### config.mk
export PLATFORM = sky130hd
export DESIGN_NAME = nib_cmd_responder
export DESIGN_NICKNAME = d
export VERILOG_FILES = /design/src/rtl/nib_pkg.sv /design/src/rtl/nib_sync.sv /design/src/rtl/nib_decode.sv /design/src/rtl/nib_fsm.sv /design/src/rtl/nib_cmd_responder.sv
export SDC_FILE = /design/constraint.sdc
export NUM_CORES = 1
export LEC_CHECK = 0
export BUFFER_PORTS_ARGS = -buffer_cell sky130_fd_sc_hd__buf_2
export CAP_MARGIN = 40
export CORE_UTILIZATION = 52
export DETAILED_ROUTE_END_ITERATION = 7
export GPL_ROUTABILITY_DRIVEN = 0
export MAX_ROUTING_LAYER = met4
export PLACE_DENSITY = 0.81
export RECOVER_POWER = 100
export SYNTH_ARGS = -nofsm -noshare
export SYNTH_HDL_FRONTEND = slang
export SYNTH_SLANG_ARGS = --single-unit
### constraint.sdc
create_clock -name clk -period 2.6 [get_ports clk]
set_input_delay 0.39 -clock clk [delete_from_list [all_inputs] [get_ports clk]]
set_output_delay 0.39 -clock clk [all_outputs]
set_load 0.02 [all_outputs]
### src/rtl/nib_pkg.sv
// Shared types and command codes for the nibble responder.
// Assumes command codes fit in the bus width used by the instantiating block.
package nib_pkg;

    // Controller states
    typedef enum logic [1:0] {
        ST_IDLE   = 2'd0,
        ST_SETTLE = 2'd1,
        ST_PROC   = 2'd2,
        ST_RESP   = 2'd3
    } nib_state_e;

    // Command codes that select an internal source
    localparam int CMD_SRC_A  = 1;
    localparam int CMD_SRC_B  = 2;
    localparam int CMD_STATUS = 3;

endpackage

### src/rtl/nib_sync.sv
// Multi-stage synchroniser for a group of asynchronous inputs.
// Assumes the bits of the group may be taken independently (each bit is
// only used after the group has been still for at least one cycle).
module nib_sync #(
    parameter int WIDTH  = 5,
    parameter int STAGES = 2
) (
    input  logic             clk,
    input  logic             rst_n,
    input  logic [WIDTH-1:0] d_async,
    output logic [WIDTH-1:0] q_sync
);

    logic [WIDTH-1:0] chain [STAGES];

    // Shift the asynchronous group through the flop chain
    always_ff @(posedge clk) begin
        if (!rst_n) begin
            for (int i = 0; i < STAGES; i++) chain[i] <= '0;
        end else begin
            chain[0] <= d_async;
            for (int i = 1; i < STAGES; i++) chain[i] <= chain[i-1];
        end
    end

    assign q_sync = chain[STAGES-1];

endmodule

### src/rtl/nib_decode.sv
// Command decoder: selects which internal source answers a command.
// Purely combinational; unknown codes answer with all ones.
module nib_decode
    import nib_pkg::*;
#(
    parameter int DATA_W = 4
) (
    input  logic [DATA_W-1:0] cmd,
    input  logic [DATA_W-1:0] src_a,
    input  logic [DATA_W-1:0] src_b,
    input  logic [DATA_W-1:0] status_in,
    output logic [DATA_W-1:0] result
);

    localparam logic [DATA_W-1:0] CODE_A  = DATA_W'(CMD_SRC_A);
    localparam logic [DATA_W-1:0] CODE_B  = DATA_W'(CMD_SRC_B);
    localparam logic [DATA_W-1:0] CODE_ST = DATA_W'(CMD_STATUS);

    // Pick the result source for the latched command
    always_comb begin
        if (cmd == CODE_A)       result = src_a;
        else if (cmd == CODE_B)  result = src_b;
        else if (cmd == CODE_ST) result = status_in;
        else                     result = '1;
    end

endmodule

### src/rtl/nib_fsm.sv
// Four-phase handshake controller. Waits one cycle after the synchronised
// request rises, latches the command, loads the result, then acknowledges
// until the request falls. Assumes req_sync is already synchronised and
// hold is synchronous to clk.
module nib_fsm
    import nib_pkg::*;
(
    input  logic       clk,
    input  logic       rst_n,
    input  logic       hold,
    input  logic       req_sync,
    output nib_state_e state,
    output logic       latch_cmd,
    output logic       load_res,
    output logic       responding
);

    nib_state_e state_nx;

    // Next-state selection
    always_comb begin
        state_nx = state;
        unique case (state)
            ST_IDLE:   if (req_sync)  state_nx = ST_SETTLE;
            ST_SETTLE: state_nx = ST_PROC;
            ST_PROC:   state_nx = ST_RESP;
            ST_RESP:   if (!req_sync) state_nx = ST_IDLE;
            default:   state_nx = ST_IDLE;
        endcase
        if (hold) state_nx = ST_IDLE;
    end

    // State register
    always_ff @(posedge clk) begin
        if (!rst_n) state <= ST_IDLE;
        else        state <= state_nx;
    end

    assign latch_cmd  = (state == ST_SETTLE) && !hold;
    assign load_res   = (state == ST_PROC) && !hold;
    assign responding = (state == ST_RESP) && !hold;


    hold_idle_chk: assert property (@(posedge clk) disable iff (!rst_n)
        hold |=> (state == ST_IDLE));


    settle_to_proc_chk: assert property (@(posedge clk) disable iff (!rst_n)
        (state == ST_SETTLE && !hold) |=> (state == ST_PROC));


    release_idle_chk: assert property (@(posedge clk) disable iff (!rst_n)
        (state == ST_RESP && !req_sync) |=> (state == ST_IDLE));

endmodule

### src/rtl/nib_cmd_responder.sv
// Top of the nibble command/response responder. Synchronises the request
// and data nibble, latches the command, decodes it into a registered result
// and drives it on the shared bus under the handshake. Assumes the pad ring
// builds the tri-state buffer from bus_out/bus_oe and that prog_hold is
// synchronous to clk.
module nib_cmd_responder
    import nib_pkg::*;
#(
    parameter int DATA_W      = 4,
    parameter int SYNC_STAGES = 2
) (
    input  logic              clk,
    input  logic              rst_n,
    input  logic              prog_hold,
    input  logic              req_in,
    input  logic [DATA_W-1:0] bus_in,
    output logic [DATA_W-1:0] bus_out,
    output logic              bus_oe,
    output logic              ack_out,
    input  logic [DATA_W-1:0] src_a,
    input  logic [DATA_W-1:0] src_b,
    input  logic [DATA_W-1:0] status_in
);

    localparam int SYNC_W = DATA_W + 1;

    logic [SYNC_W-1:0] sync_q;
    logic              req_sync;
    logic [DATA_W-1:0] data_sync;
    logic [DATA_W-1:0] cmd_q;
    logic [DATA_W-1:0] res_d;
    logic [DATA_W-1:0] res_q;
    logic              latch_cmd;
    logic              load_res;
    logic              responding;
    nib_state_e        state;

    nib_sync #(.WIDTH(SYNC_W), .STAGES(SYNC_STAGES)) u_sync (
        .clk     (clk),
        .rst_n   (rst_n),
        .d_async ({req_in, bus_in}),
        .q_sync  (sync_q)
    );

    assign req_sync  = sync_q[SYNC_W-1];
    assign data_sync = sync_q[DATA_W-1:0];

    nib_fsm u_fsm (
        .clk        (clk),
        .rst_n      (rst_n),
        .hold       (prog_hold),
        .req_sync   (req_sync),
        .state      (state),
        .latch_cmd  (latch_cmd),
        .load_res   (load_res),
        .responding (responding)
    );

    nib_decode #(.DATA_W(DATA_W)) u_dec (
        .cmd       (cmd_q),
        .src_a     (src_a),
        .src_b     (src_b),
        .status_in (status_in),
        .result    (res_d)
    );

    // Capture the command and the decoded result at their phases
    always_ff @(posedge clk) begin
        if (!rst_n) begin
            cmd_q <= '0;
            res_q <= '0;
        end else begin
            if (latch_cmd) cmd_q <= data_sync;
            if (load_res)  res_q <= res_d;
        end
    end

    assign ack_out = responding;
    assign bus_oe  = responding;
    assign bus_out = responding ? res_q : '0;


    resp_stable_chk: assert property (@(posedge clk) disable iff (!rst_n)
        (ack_out && $past(ack_out)) |-> $stable(bus_out));


    oe_needs_ack_chk: assert property (@(posedge clk) disable iff (!rst_n)
        bus_oe |-> ack_out);


    ack_after_load_chk: assert property (@(posedge clk) disable iff (!rst_n)
        $rose(ack_out) |-> ($past(state) == ST_PROC));

endmodule

==> metrics, run 1 <==
1st-pass router iterations 2; CP top delay family simple AND/OR/NAND/NOR gates; root buf cell clkbuf_4; clock latency on the worst-skew pair 0.29 ns; CTS hold repair buffers 0; Int Pwr 489.7 uW; post-synthesis mux area share 11.66%; register area 400.4 um^2; initial antenna violation count 0; post-synthesis async set-or-reset flop share 0%; fraction of layout cells with a size suffix above 1 24.53%; Core Region 1524 um^2; Die H 42.63 um; DIE AREA 1817 um^2; clock-pin slew on the worst setup and hold paths 0.11 ns; Synth Area in Adders 5.831%; Residual DRC 0; Critical Path Fanout Max 6; Post-synth EDFFs 0; Max-slew headroom 60.05%; post-synth cell types 18; Net Sw Frac 18.01%; sequential group share of total power 53.1%; XOR/XNOR share of the synthesized area 0%; Critical Path Max Stage Delay 0.40 ns; clk sinks 20; period utilization 75.94%; Total GRT Usage 17.89%; Iter 0 DRT Violations 4; IO Port Bufs 25; final hold viol count 0; # IOs 26; first-pass GRT wire length 2325 um; Detail Route Antenna Nets 0; outcome complete, no violations; Power Dens Cells 593.7 nW/um^2; Comb power frac 5.7%; fin nets 131; row count 14; worst-margin pin slew 0.5992 ns; Buf/Inv on CP 1; post-CTS sizing 0; grt total ovfl 0; max-cap violation count 0; via/cell ratio 4.959; worst vdd ir 0.0005466 V; Final setup viols 0; fmax 506.5 MHz; Main synth FF type dfxtp_1; minimum clock period 1.974 ns; Worst Path Required 2.21 ns; P&R area growth vs syn 17.20%; Post-Route WL 1394 um; post-route insts no fill 122; Antenna Cells 0; number of buffers created by CTS 3; setup_tns 0 ns; Initial Utilization 56.32%; simple-gate share of the synthesized area 20.55%; compound-gate portion of the synthesized area 10.20%; total number of yosys warnings 0; register area share after synthesis 46.65%; critical path's slowest cell dfxtp_1; setup bufs post-CTS 0; Placed Cells 118; largest family of logic cells by synthesized area simple AND/OR/NAND/NOR gates; vias 605; RSZ-0062 raised after global routing false; Mapped Nets 105; Net Sw Power 107.6 uW; leakage power 0.0004338 uW; worst path arrival time 1.58 ns; crit-path cells ha_1 > nor2b_1 > and2_1 > clkbuf_1; CTS tree yes; H-tree lvl count 1; hpwl dp 1096 um; vias in the first global route 581; clk buf depth 2; Yosys reg bits 20; Die X 42.63 um; final setup skew 0.001480 ns; Netlist Area Pre-Place 858.3 um^2; wire per inst 11.43 um; largest net degree at the start of global routing 20; Mean Syn Cell Area 10.60 um^2; area of the multi-input gates 391.6 um^2; # fillers 137; startpoint types register; power share of the clock group 41.1%; Gate Count Post-Synth 81; worst min path class primary input to register; worst setup path class register to primary output; Final Slew Violations 0; critical path endpoint category primary output
## path summary, 6_finish.rpt
path / startpoint / to / slack [ns] / cells after the start
worst min register to register: u_sync.chain[0][2] / u_sync.chain[0][7] / 0.44 / 1
worst max register to register: u_fsm.state[0] / res_q[2] / 1.04 / 5
worst min-delay path: bus_in[0] / u_sync.chain[0][0] / 0.30 / 2
worst max-delay path: u_fsm.state[0] / bus_out[0] / 0.63 / 4
## power groups by stage
| stage | logic (uW) | clock network [uW] | registers, uW |
|---|---|---|---|
| 2_1_floorplan | 18.3 | 0 | 323 |
| 3_3_place_gp | 34.2 | 0 | 324 |
| 3_5_place_dp | 35.6 | 0 | 325 |
| 4_1_cts | 35.8 | 252 | 318 |
| 5_1_grt | 38.3 | 270 | 318 |
| 6_report | 34.2 | 246 | 317 |
## synth_stat cells, drive strengths merged (3+ instances only)
cell    number  area [um^2]
nor2         3        11.26
nor2b        7        46.30
ha           4        50.05
a221oi       4        60.06
o21ai        4        20.02
and2        14        87.58
mux2i       10        100.1
buf          3        17.52
inv          6        22.52
dfxtp       20        400.4
## worst reg2reg max path: stages, from the launching register on
cell and delay, ns:
dfxtp_1 0.40, inv_1 0.08, ha_1 0.21, nor2b_2 0.18, and4b_1 0.27, a221oi_1 0.33
## through the flow
step	setup slack (ns)	hold WS (ns)	util [%]	area (um^2)	power, uW
6_report	0.6255	0.2965	66.01	1006	597.3
3_5_place_dp	1.020	0.4196	64.45	982.2	360.2
4_1_cts	0.6775	0.2884	67.90	1035	605.3
2_1_floorplan	0.9081	0.4119	-	858.3	341.7
3_3_place_gp	1.076	0.4136	64.45	982.2	358.1
5_1_grt	0.4452	0.2713	66.01	1006	626.7
## state kept, by name, summed over array words and instances (netlist names)
name          cells
cmd_q             4
res_q             4
u_sync.chain     10
u_fsm.state       2
## logic make-up after synthesis
| kind of cell | after synthesis |
|---|---|
| flops | 20 |
| buf+inv | 10 |
| mux | 10 |
| simple gates | 28 |
| compound gates | 9 |
| fa+ha+maj | 4 |
## placed cells by master, fill, tap and decap left out
master     instances
a211oi_1           1
a221oi_1           3
a221oi_2           1
and2_0             5
and2_1             9
and3_1             1
and4b_1            1
buf_2             20
bufinv_16          1
clkbuf_1           5
clkbuf_4           3
dfxtp_1           20
ha_1               4
inv_1              6
mux2i_1           10
nand2b_1           1
nor2_1             3
nor2b_1            6
nor2b_2            1
nor3_1             1
o21ai_0            4
## area by class of cell
class	count	area share, %
repair buffers	25	11.82
clock inverters	1	2.985
clock buffers	3	2.239
well taps	16	1.990
multi-input cells	51	38.93
inverters	6	2.239
flip-flops and latches	20	39.80
## routing by layer
layer	wire (um)	GRT usage (%)	share of wire (%)	up-vias
li1	-	-	-	316
met1	604	17.93	43	268
met2	713	31.82	51	21
met3	75	3.879	5.4	0
met4	0	9.375	0	0
met5	0	-	0	-
(Power assumes the default switching activity.)
==> inputs of run 2 (changes only) <==
--- a/config.mk
+++ b/config.mk
@@ -5,13 +5,14 @@
 export SDC_FILE = /design/constraint.sdc
 export NUM_CORES = 1
 export LEC_CHECK = 0
+export ABC_AREA = 1
 export BUFFER_PORTS_ARGS = -buffer_cell sky130_fd_sc_hd__buf_2
 export CAP_MARGIN = 40
-export CORE_UTILIZATION = 52
+export CORE_UTILIZATION = 44
 export DETAILED_ROUTE_END_ITERATION = 7
 export GPL_ROUTABILITY_DRIVEN = 0
 export MAX_ROUTING_LAYER = met4
-export PLACE_DENSITY = 0.81
+export PLACE_DENSITY = 0.72
 export RECOVER_POWER = 100
 export SYNTH_ARGS = -nofsm -noshare
 export SYNTH_HDL_FRONTEND = slang
==> constraint.sdc (replaced) <==
create_clock -name clk -period 1.8 [get_ports clk]
set_input_delay 0.27 -clock clk [delete_from_list [all_inputs] [get_ports clk]]
set_output_delay 0.27 -clock clk [all_outputs]
set_load 0.02 [all_outputs]
==> run 2 against run 1 <==
- synthesized cell count is 62% higher
- critical path depth unchanged
- clock skew grew 0.0015 ns
- non-clock buffer count is the same
- first-iteration DRC count up 100%
- utilization shrank 11 points
- register-to-register slack got worse by 0.60 ns
==> metrics, run 2 <==
leading area contributor after synthesis dfxtp_1; Comb power frac 11.0% (+5.3 points); Core Region 1942 um^2 (+27%); Worst Path Required 1.53 ns (-0.68 ns); Power Dens Cells 702.0 nW/um^2 (+18%); grt total ovfl 0 (unchanged); initial antenna violation count 0 (unchanged); fmax 624.5 MHz; Total Power 744.8 uW (+25%); register area share after synthesis 44.08% (-2.6 points); DIE AREA 2250 um^2 (+24%); worst-margin pin slew 0.6918 ns (+0.09255 ns); Final Slew Violations 0 (unchanged); outcome complete, no violations; setup_tns 0 ns (unchanged); Mean Syn Cell Area 6.934 um^2 (-35%); wire per inst 7.934 um (-31%); Yosys reg bits 20 (unchanged); Post-synth top cells nand2_1 (34), inv_1 (33), dfxtp_1 (20), nor2_1 (10), o21ai_0 (10); Post-synth EDFFs 0 (unchanged); largest net degree at the start of global routing 20 (unchanged); most frequent cells in the layout nand2_1 (34), inv_1 (33), dfxtp_1 (20); minimum clock period 1.601 ns; Initial Utilization 46.78% (-9.5 points); startpoint types register; 1st-pass router iterations 4 (+2); Total GRT Usage 15.08% (-2.8 points); Max-slew headroom 53.88% (-6.2 points); largest family of logic cells by synthesized area simple AND/OR/NAND/NOR gates; fraction of layout cells with a size suffix above 1 14.74% (-9.8 points); Net Sw Frac 22.82% (+4.8 points); post-CTS sizing 0 (unchanged); via/cell ratio 4.295 (-13%); IO Port Bufs 25 (unchanged); sequential group share of total power 63.0% (+9.9 points); hpwl dp 1118 um (+2.0%); CTS tree yes; P&R area growth vs syn 16.80%; Die H 47.44 um (+11%); fin nets 182 (+39%); synth top area cells dfxtp_1 (44%), nand2_1 (14%), inv_1 (14%), ha_1 (5.5%), o21ai_0 (5.5%); most common cell after layout, fill and taps aside nand2_1; root buf cell clkbuf_4; post-synthesis mux area share 0% (-12 points); final hold viol count 0 (unchanged); Post-Route WL 1452 um (+4.2%); Critical Path Fanout Max 5 (-1); critical path endpoint category primary output; post-synthesis async set-or-reset flop share 0% (unchanged); total number of yosys warnings 0 (unchanged); post-synth cell types 15 (-3); clk buf depth 2 (unchanged); Int Pwr 574.8 uW (+17%); Detail Route Antenna Nets 0 (unchanged); row count 16 (+2); Residual DRC 0 (unchanged); Netlist Area Pre-Place 908.4 um^2 (+5.8%); worst path arrival time 1.33 ns (-0.25 ns); RSZ-0062 raised after global routing false; CTS hold repair buffers 0 (unchanged); Mapped Nets 155 (+48%); most common cell in the netlist nand2_1; max reg flops 10 (unchanged); Net Sw Power 170.0 uW (+58%); Gate Count Post-Synth 131 (+62%); worst vdd ir 0.0003893 V (-29%); top flop regs u_sync.chain x10, cmd_q x4, res_q x4; Die X 47.44 um (+11%); simple-gate share of the synthesized area 23.97% (+3.4 points); clock latency on the worst-skew pair 0.28 ns (about the same); final core utilization 54.64% (-11 points); first-pass GRT wire length 2249 um (-3.3%); leakage power 0.0006005 uW (+38%); clk sinks 20 (unchanged); Largest Register u_sync.chain; Main synth FF type dfxtp_1; worst min path class primary input to register; setup bufs post-CTS 0 (unchanged); number of buffers created by CTS 3 (unchanged); vias 786 (+30%); Antenna Cells 0 (unchanged); clock-pin slew on the worst setup and hold paths 0.09 ns (-0.02 ns); Synth Area in Adders 5.510% (-0.32 points); compound-gate portion of the synthesized area 10.47% (+0.26 points); period utilization 88.97%; power share of the clock group 26.0% (-15 points); worst setup path class register to primary output; # IOs 26 (unchanged); max-cap violation count 0 (unchanged); Iter 0 DRT Violations 8 (+4); share of the synthesized area in the top cell type 44.08% (-2.6 points); Final setup viols 0 (unchanged); vias in the first global route 616 (+6.0%); H-tree lvl count 1 (unchanged); XOR/XNOR share of the synthesized area 0% (unchanged); final setup skew 0.002990 ns (+0.001510 ns)
## run 2: cell type report
| type | count | area (um^2) |
|---|---|---|
| clock buffers | 3 | 22.52 |
| fillers | 199 | 880.8 |
| repair buffers | 25 | 116.4 |
| flip-flops and latches | 20 | 400.4 |
| multi-input cells | 74 | 360.3 |
| inverters | 34 | 127.6 |
| well taps | 27 | 33.78 |
## run 2: logic make-up after synthesis
| family | Yosys count |
|---|---|
| buffers and inverters | 37 |
| adders and majority gates | 4 |
| AOI/OAI and AO/OA | 19 |
| and+or+nand+nor | 51 |
| DFF | 20 |
## run 2: worst paths after layout
check                startpoint                 end  slack (ns)  depth (start not counted)
max              u_fsm.state[1]          bus_out[2]        0.20                          4
max reg2reg      u_fsm.state[0]      u_fsm.state[0]        0.44                          7
min reg2reg  u_sync.chain[0][3]  u_sync.chain[0][8]        0.42                          2
min                      req_in  u_sync.chain[0][4]        0.16                          3
## run 2: power by group through the flow
stage          Sequential [uW]  Combinational [uW]  Clock, uW
6_report                   470                81.9        193
5_1_grt                    471                96.0        220
4_1_cts                    470                84.2        207
3_5_place_dp               480                83.5          0
3_3_place_gp               479                79.6          0
2_1_floorplan              478                54.8          0
## run 2: layer usage
| layer | global-route usage, % | vias to the layer above | routed length [um] |
|---|---|---|---|
| li1 | - | 435 | - |
| met1 | 15.88 | 330 | 693 |
| met2 | 25.75 | 19 | 680 |
| met3 | 3.396 | 2 | 65 |
| met4 | 8.571 | 0 | 13 |
| met5 | - | - | 0 |
## run 2: through the flow
step | instance area [um^2] | cells | setup slack [ns] | hold slack [ns]
detailed placement | 1050 | 180 | 0.5782 | 0.3947
CTS | 1072 | 183 | 0.2673 | 0.1449
global placement | 1050 | 180 | 0.6427 | 0.3924
finish | 1061 | 183 | 0.1986 | 0.1583
global route | 1061 | 183 | 0.09389 | 0.1407
floorplan | 908.4 | 131 | 0.5756 | 0.3676
## run 2: worst max-delay path: stages (launching register included)
cell	delay [ns]
dfxtp_1	0.40
ha_1	0.19
nand2_1	0.11
nor2_1	0.11
clkbuf_1	0.24
